`config.mk`:
```
export PLATFORM = sky130hd
export DESIGN_NAME = dds_word_calc
export DESIGN_NICKNAME = d
export VERILOG_FILES = /design/src/rtl/dds_calc_pkg.sv /design/src/rtl/dds_octave_scaler.sv /design/src/rtl/dds_restoring_div.sv /design/src/rtl/dds_word_calc.sv
export SDC_FILE = /design/constraint.sdc
export NUM_CORES = 1
export LEC_CHECK = 0
export BUFFER_PORTS_ARGS = -buffer_cell sky130_fd_sc_hd__buf_2
export CORE_UTILIZATION = 40
export DETAILED_ROUTE_END_ITERATION = 8
export SLEW_MARGIN = 20
export SYNTH_ARGS = -nofsm -noshare
export SYNTH_HDL_FRONTEND = slang
export SYNTH_HIERARCHICAL = 1
export SYNTH_SLANG_ARGS = --single-unit
```
`constraint.sdc`:
```
create_clock -name clk -period 2.91 [get_ports clk]
set_input_delay 0.291 -clock clk [delete_from_list [all_inputs] [get_ports clk]]
set_output_delay 0.291 -clock clk [all_outputs]
set_load 0.02 [all_outputs]
```
`src/rtl/dds_calc_pkg.sv`:
```
package dds_calc_pkg;
  typedef enum logic [1:0] {
    ST_IDLE,
    ST_SCALE,
    ST_DIVIDE
  } calc_state_t;
endpackage

```
`src/rtl/dds_octave_scaler.sv`:
```
// Finds the smallest divider code that lifts f*2^(D+1) to the octave floor.
module dds_octave_scaler #(
  parameter int FW     = 32,
  parameter int AW     = 64,
  parameter int DCW    = 5,
  parameter int THRESH = 100_000_000,
  parameter int MAX_D  = 26
) (
  input  logic           clk,
  input  logic           rst,
  input  logic           go,
  input  logic [FW-1:0]  freq,
  output logic           busy,
  output logic           fin,
  output logic [DCW-1:0] d
);
  logic [AW-1:0] acc;
  logic          reached;

  assign reached = acc >= AW'(THRESH);
  assign fin     = busy && reached;

  always_ff @(posedge clk) begin
    if (rst) begin
      busy <= 1'b0;
      d    <= '0;
      acc  <= '0;
    end else if (go) begin
      busy <= 1'b1;
      d    <= '0;
      acc  <= {{(AW-FW){1'b0}}, freq} << 1;
    end else if (busy) begin
      if (reached) begin
        busy <= 1'b0;
      end else begin
        d   <= d + 1'b1;
        acc <= acc << 1;
      end
    end
  end

  // a nonzero request never needs a code past the 1 Hz case
  assert_octave_bound_R2: assert property (@(posedge clk) disable iff (rst)
    busy |-> (int'(d) <= MAX_D));

endmodule

```
`src/rtl/dds_restoring_div.sv`:
```
// Restoring divider: one quotient bit per clock, MSB of the dividend first.
module dds_restoring_div #(
  parameter int DW = 64,
  parameter int VW = 28,
  parameter int QW = 32,
  localparam int RW = VW + 1,
  localparam int CW = $clog2(DW) + 1
) (
  input  logic          clk,
  input  logic          rst,
  input  logic          go,
  input  logic [DW-1:0] dividend,
  input  logic [VW-1:0] divisor,
  output logic          busy,
  output logic          fin,
  output logic [QW-1:0] quot
);
  logic [DW-1:0] work;
  logic [RW-1:0] rem;
  logic [RW-1:0] shifted;
  logic [RW-1:0] rem_n;
  logic [CW-1:0] cnt;
  logic          ge;

  always_comb begin
    shifted = {rem[RW-2:0], work[DW-1]};
    ge      = shifted >= {1'b0, divisor};
    rem_n   = ge ? (shifted - {1'b0, divisor}) : shifted;
  end

  always_ff @(posedge clk) begin
    if (rst) begin
      work <= '0;
      rem  <= '0;
      cnt  <= '0;
      busy <= 1'b0;
      fin  <= 1'b0;
    end else begin
      fin <= 1'b0;
      if (go) begin
        work <= dividend;
        rem  <= '0;
        cnt  <= '0;
        busy <= 1'b1;
      end else if (busy) begin
        work <= {work[DW-2:0], ge};
        rem  <= rem_n;
        cnt  <= cnt + 1'b1;
        if (cnt == CW'(DW-1)) begin
          busy <= 1'b0;
          fin  <= 1'b1;
        end
      end
    end
  end

  assign quot = work[QW-1:0];

  // partial remainder stays below the divisor at every step
  assert_rem_bound_R3: assert property (@(posedge clk) disable iff (rst)
    busy |-> (rem < {1'b0, divisor}));

  // the full quotient fits in the output word
  assert_quot_fits_R3: assert property (@(posedge clk) disable iff (rst)
    fin |-> (work[DW-1:QW] == '0));

endmodule

```
`src/rtl/dds_word_calc.sv`:
```
module dds_word_calc
  import dds_calc_pkg::*;
#(
  parameter int FW        = 32,
  parameter int NW        = 32,
  parameter int DCW       = 5,
  parameter int ACC_HZ    = 200_000_000,
  parameter int OCT_LO_HZ = 6_250_000,
  parameter int MULT      = 16,
  parameter int F_MAX     = 100_000_000,
  parameter int DVW       = 64
) (
  input  logic           clk,
  input  logic           rst,
  input  logic           start,
  input  logic [FW-1:0]  freq_hz,
  output logic           busy,
  output logic           done,
  output logic           range_err,
  output logic [NW-1:0]  n_word,
  output logic [DCW-1:0] d_code
);
  localparam int THRESH     = OCT_LO_HZ * MULT;
  localparam int SHIFT_BASE = NW + 1 - $clog2(MULT);
  localparam int VW         = $clog2(ACC_HZ + 1);
  localparam int MAX_D      = $clog2(THRESH) - 1;
  localparam longint N_LO   = (longint'(OCT_LO_HZ) << NW) / longint'(ACC_HZ);
  localparam longint N_HI   = 2 * N_LO;

  calc_state_t     state;
  logic [FW-1:0]   freq_q;
  logic            ok_req;
  logic            sc_go;
  logic            sc_busy;
  logic            sc_fin;
  logic [DCW-1:0]  sc_d;
  logic [DVW-1:0]  dividend;
  logic            dv_busy;
  logic            dv_fin;
  logic [NW-1:0]   dv_quot;

  assign ok_req   = (freq_hz != '0) && (freq_hz <= FW'(F_MAX));
  assign sc_go    = (state == ST_IDLE) && start && ok_req;
  assign dividend = {{(DVW-FW){1'b0}}, freq_q} << (SHIFT_BASE + int'(sc_d));
  assign busy     = (state != ST_IDLE);

  dds_octave_scaler #(
    .FW(FW), .AW(DVW), .DCW(DCW), .THRESH(THRESH), .MAX_D(MAX_D)
  ) u_scale (
    .clk(clk), .rst(rst), .go(sc_go), .freq(freq_hz),
    .busy(sc_busy), .fin(sc_fin), .d(sc_d)
  );

  dds_restoring_div #(
    .DW(DVW), .VW(VW), .QW(NW)
  ) u_div (
    .clk(clk), .rst(rst), .go(sc_fin), .dividend(dividend),
    .divisor(VW'(ACC_HZ)), .busy(dv_busy), .fin(dv_fin), .quot(dv_quot)
  );

  always_ff @(posedge clk) begin
    if (rst) begin
      state     <= ST_IDLE;
      freq_q    <= '0;
      done      <= 1'b0;
      range_err <= 1'b0;
      n_word    <= '0;
      d_code    <= '0;
    end else begin
      done <= 1'b0;
      case (state)
        ST_IDLE: begin
          if (start) begin
            if (ok_req) begin
              freq_q <= freq_hz;
              state  <= ST_SCALE;
            end else begin
              range_err <= 1'b1;
              done      <= 1'b1;
            end
          end
        end
        ST_SCALE: begin
          if (sc_fin) state <= ST_DIVIDE;
        end
        ST_DIVIDE: begin
          if (dv_fin) begin
            n_word    <= dv_quot;
            d_code    <= sc_d;
            range_err <= 1'b0;
            done      <= 1'b1;
            state     <= ST_IDLE;
          end
        end
        default: state <= ST_IDLE;
      endcase
    end
  end

  // a good result always lands inside the accumulator octave
  assert_n_octave_R3: assert property (@(posedge clk) disable iff (rst)
    (done && !range_err) |-> (longint'(n_word) >= N_LO && longint'(n_word) <= N_HI));

  // a rejected request leaves the previous words in place
  assert_err_keeps_R7: assert property (@(posedge clk) disable iff (rst)
    (done && range_err) |-> ($stable(n_word) && $stable(d_code)));

  // results are only announced once the engine is idle again
  assert_done_idle_R6: assert property (@(posedge clk) disable iff (rst)
    done |-> !busy);

  // the scaler and divider never run at the same time
  assert_one_stage_R6: assert property (@(posedge clk) disable iff (rst)
    !(sc_busy && dv_busy));

endmodule

```
==> reports/metrics.yaml <==
outcome: "complete, no violations"
synthFlopType: "dfxtp_1"
ys_seq_elements: 243
relSlewSlack: 0.514
dieHeight_um: 194
synth_area_um2: 14700
maxCapViolCount: 0
grt.total_usage: 0.201
max_freq_mhz: 364
yosysUniqueCellTypes: 96
wire_per_inst_um: 16.6
period_share: 0.943
use_met2: 0.300
coreArea_um2: 35800
nNetsFinal: 1867
final.setup.tns_ns: 0
vias_per_cell: 5.50
max_stage_delay_ns: 0.37
critPathArrivalTime_ns: 3.18
grt_max_degree: 87
clockBufferDepth: 3
ir_drop_mv: 0.450
remaining_drc_errors: 0
synth.avg_cell_area_um2: 8.33
fin_cells: 2283
cts-root-buf: "clkbuf_16"
drt_iter0_drc: 1058
grt_use_met1: 0.297
ios: 75
drive_above_1_share: 0.162
setup_viol: 0
cp.buffers_inverters: 0
grt_pass1_wl_um: 63100
numCtsBuffers: 28
diodes: 0
finish.utilization: 0.456
path_max_fanout: 4
hold_viol_final: 0
grt_pass1_vias: 11970
busiest_layer: "met2"
grt_antenna_before_repair: 0
die_width_um: 194
clock-sinks: 243
tightestPinTransition_ns: 0.726
finClkSkew_ns: 0.0173
rows: 69
gp_congestion: 1.01
synth-async-reset-ratio: 0
critical_path.top_delay_family: "compound AO/OA/AOI/OAI gates"
worstPathRequired_ns: 3.35
total_leakage_power_uw: 0.00642
cts_tree: "yes"
area_growth_pct: 11.2
gr-total-overflow: 0
die-area_um2: 37500
power_density_nw_per_um2: 435
post-cts-setup-buffers: 0
clk_latency_ns: 0.56
antenna_left: 0
slew_viol_final: 0
worstSetupPathType: "reg -> reg"
cp-end-kind: "flop"
cp_slowest_cell: "a221o_1"
period_minus_slack_ns: 2.74
hpwl_um: 26900
final_area_um2: 16300
synth_cells: 1762
placedCellCount: 2229
cp-start-kind: "flop"
grt.met3_usage: 0.0289
clkSlewWorstSetupHoldPaths_ns: 0.06
routed_wl_um: 38000
initial_core_util: 0.410
worstHoldPathType: "in -> reg"
crit_chain: "ha_1, nor2b_1, o31a_1, o22a_1, a31oi_2, o21ai_0, a221o_1, xor2_1, mux2i_1, a21oi_1"
synth_edf_count: 0
htreeDepth: 1
firstDrtPassIters: 6
vias: 12554
numPortBuffers: 74
ys_seq_area_frac: 0.331
dpl_cell_area_um2: 15400
ys_warn_count: 6
## worst register-to-register path, cell delays in order, from the launching register on
cell     delay (ns)
dfxtp_1        0.35
ha_1           0.28
nor2b_1        0.16
o31a_1         0.28
o22a_1         0.28
a31oi_2        0.32
o21ai_0        0.23
a221o_1        0.37
xor2_1         0.15
mux2i_1        0.12
a21oi_1        0.08
## final timing paths
kind	startpoint	slack [ns]	depth (start not counted)	to
worst min register to register	n_word[14]	0.45	2	n_word[14]
worst min-delay path	freq_hz[29]	0.03	3	u_scale/acc[30]
worst max register to register	u_div/rem[1]	0.17	10	u_div/rem[24]
worst max-delay path	u_div/rem[1]	0.17	10	u_div/rem[24]
## cell usage after synthesis (all sizes together), types with 13 or more instances
cell | n | area [um2]
ha | 31 | 388
inv | 53 | 199
nor2 | 223 | 837
o21bai | 14 | 105
nand3 | 27 | 140
o22ai | 14 | 87.6
nor4 | 20 | 140
xnor2 | 21 | 206
o21ai | 86 | 438
nand2b | 57 | 357
mux4 | 17 | 383
xor2 | 13 | 133
buf | 80 | 632
nor3 | 19 | 106
a211oi | 18 | 193
mux2 | 35 | 398
clkbuf | 86 | 324
nand4 | 16 | 106
a21oi | 183 | 938
and3 | 48 | 300
nand2 | 153 | 582
mux2i | 149 | 1490
dfxtp | 243 | 4860
a31oi | 22 | 150
## stage by stage
stage	hold slack, ns	setup WS, ns	power, uW
after floorplan	0.438	0.116	3650
after global placement	0.441	0.191	3760
after detailed placement	0.445	0.217	3760
after CTS	0.00931	0.201	7210
after global routing	0.0262	-0.000333	7380
final	0.0296	0.165	7110
## per-layer routing
layer	part of all wire	routed length (um)
met5	0	0
met3	0.061	2320
met1	0.49	18600
met2	0.42	16000
met4	0.026	1000
## timing repair
item	in CTS	in global routing
hold buffers	2	0
hold endpoints to repair	2	0
gates resized for setup	0	2
endpoints found under the setup margin	0	1
## layout make-up
class	count	area, um2
clock buffer	43	848
clock inverter	9	55.1
fill	3510	19500
inverter	53	199
multi-input combinational	1335	8850
sequential	243	4870
tap	461	577
timing repair buffer	139	932
## placed cells by master (no fill, tap or decap), types with 9 or more instances in the layout
master and count:
mux2i_1 149, o22ai_1 14, nand3_1 26, conb_1 37
a21oi_1 179, nor2_1 223, nand4_1 15, xnor2_1 17
a31oi_1 18, o21ai_1 15, inv_1 53, ha_1 31
nand2_1 152, nand2b_1 57, mux4_2 17, a211oi_2 9
and3_1 48, o21ai_0 69, a311oi_1 11, buf_2 73
clkbuf_16 29, nor4_1 18, mux2_2 34, xor2_1 11
buf_4 58, o21bai_1 14, nor3_1 17, dfxtp_1 241
## cells by family (layout without fill, tap and decap cells)
group,Yosys count,count (layout),synth area share
buf+inv,219,244,0.0787
flops,243,243,0.331
other cells,2,37,0.000511
mux,201,201,0.155
xor+xnor,34,34,0.0231
compound gates,416,416,0.182
simple gates,615,615,0.202
fa+ha+maj,32,32,0.0278
## power by group
part | total, uW | switching [uW] | leakage, uW | internal [uW]
clock network | 3410 | 1400 | 0.000448 | 2000
logic | 354 | 224 | 0.00401 | 130
registers | 3350 | 8.54 | 0.00196 | 3340
total | 7110 | 1640 | 0.00642 | 5470
## state kept, by name (all words and copies together), names as in the netlist
name,cells
u_div/rem,28
n_word,32
freq_q,32
u_div/cnt,7
range_err,1
u_div/fin,1
u_div/work,64
d_code,5
u_div/busy,1
u_scale/acc,63
u_scale/busy,1
u_scale/d,5
state,2
done,1
(Power assumes the default switching activity.)
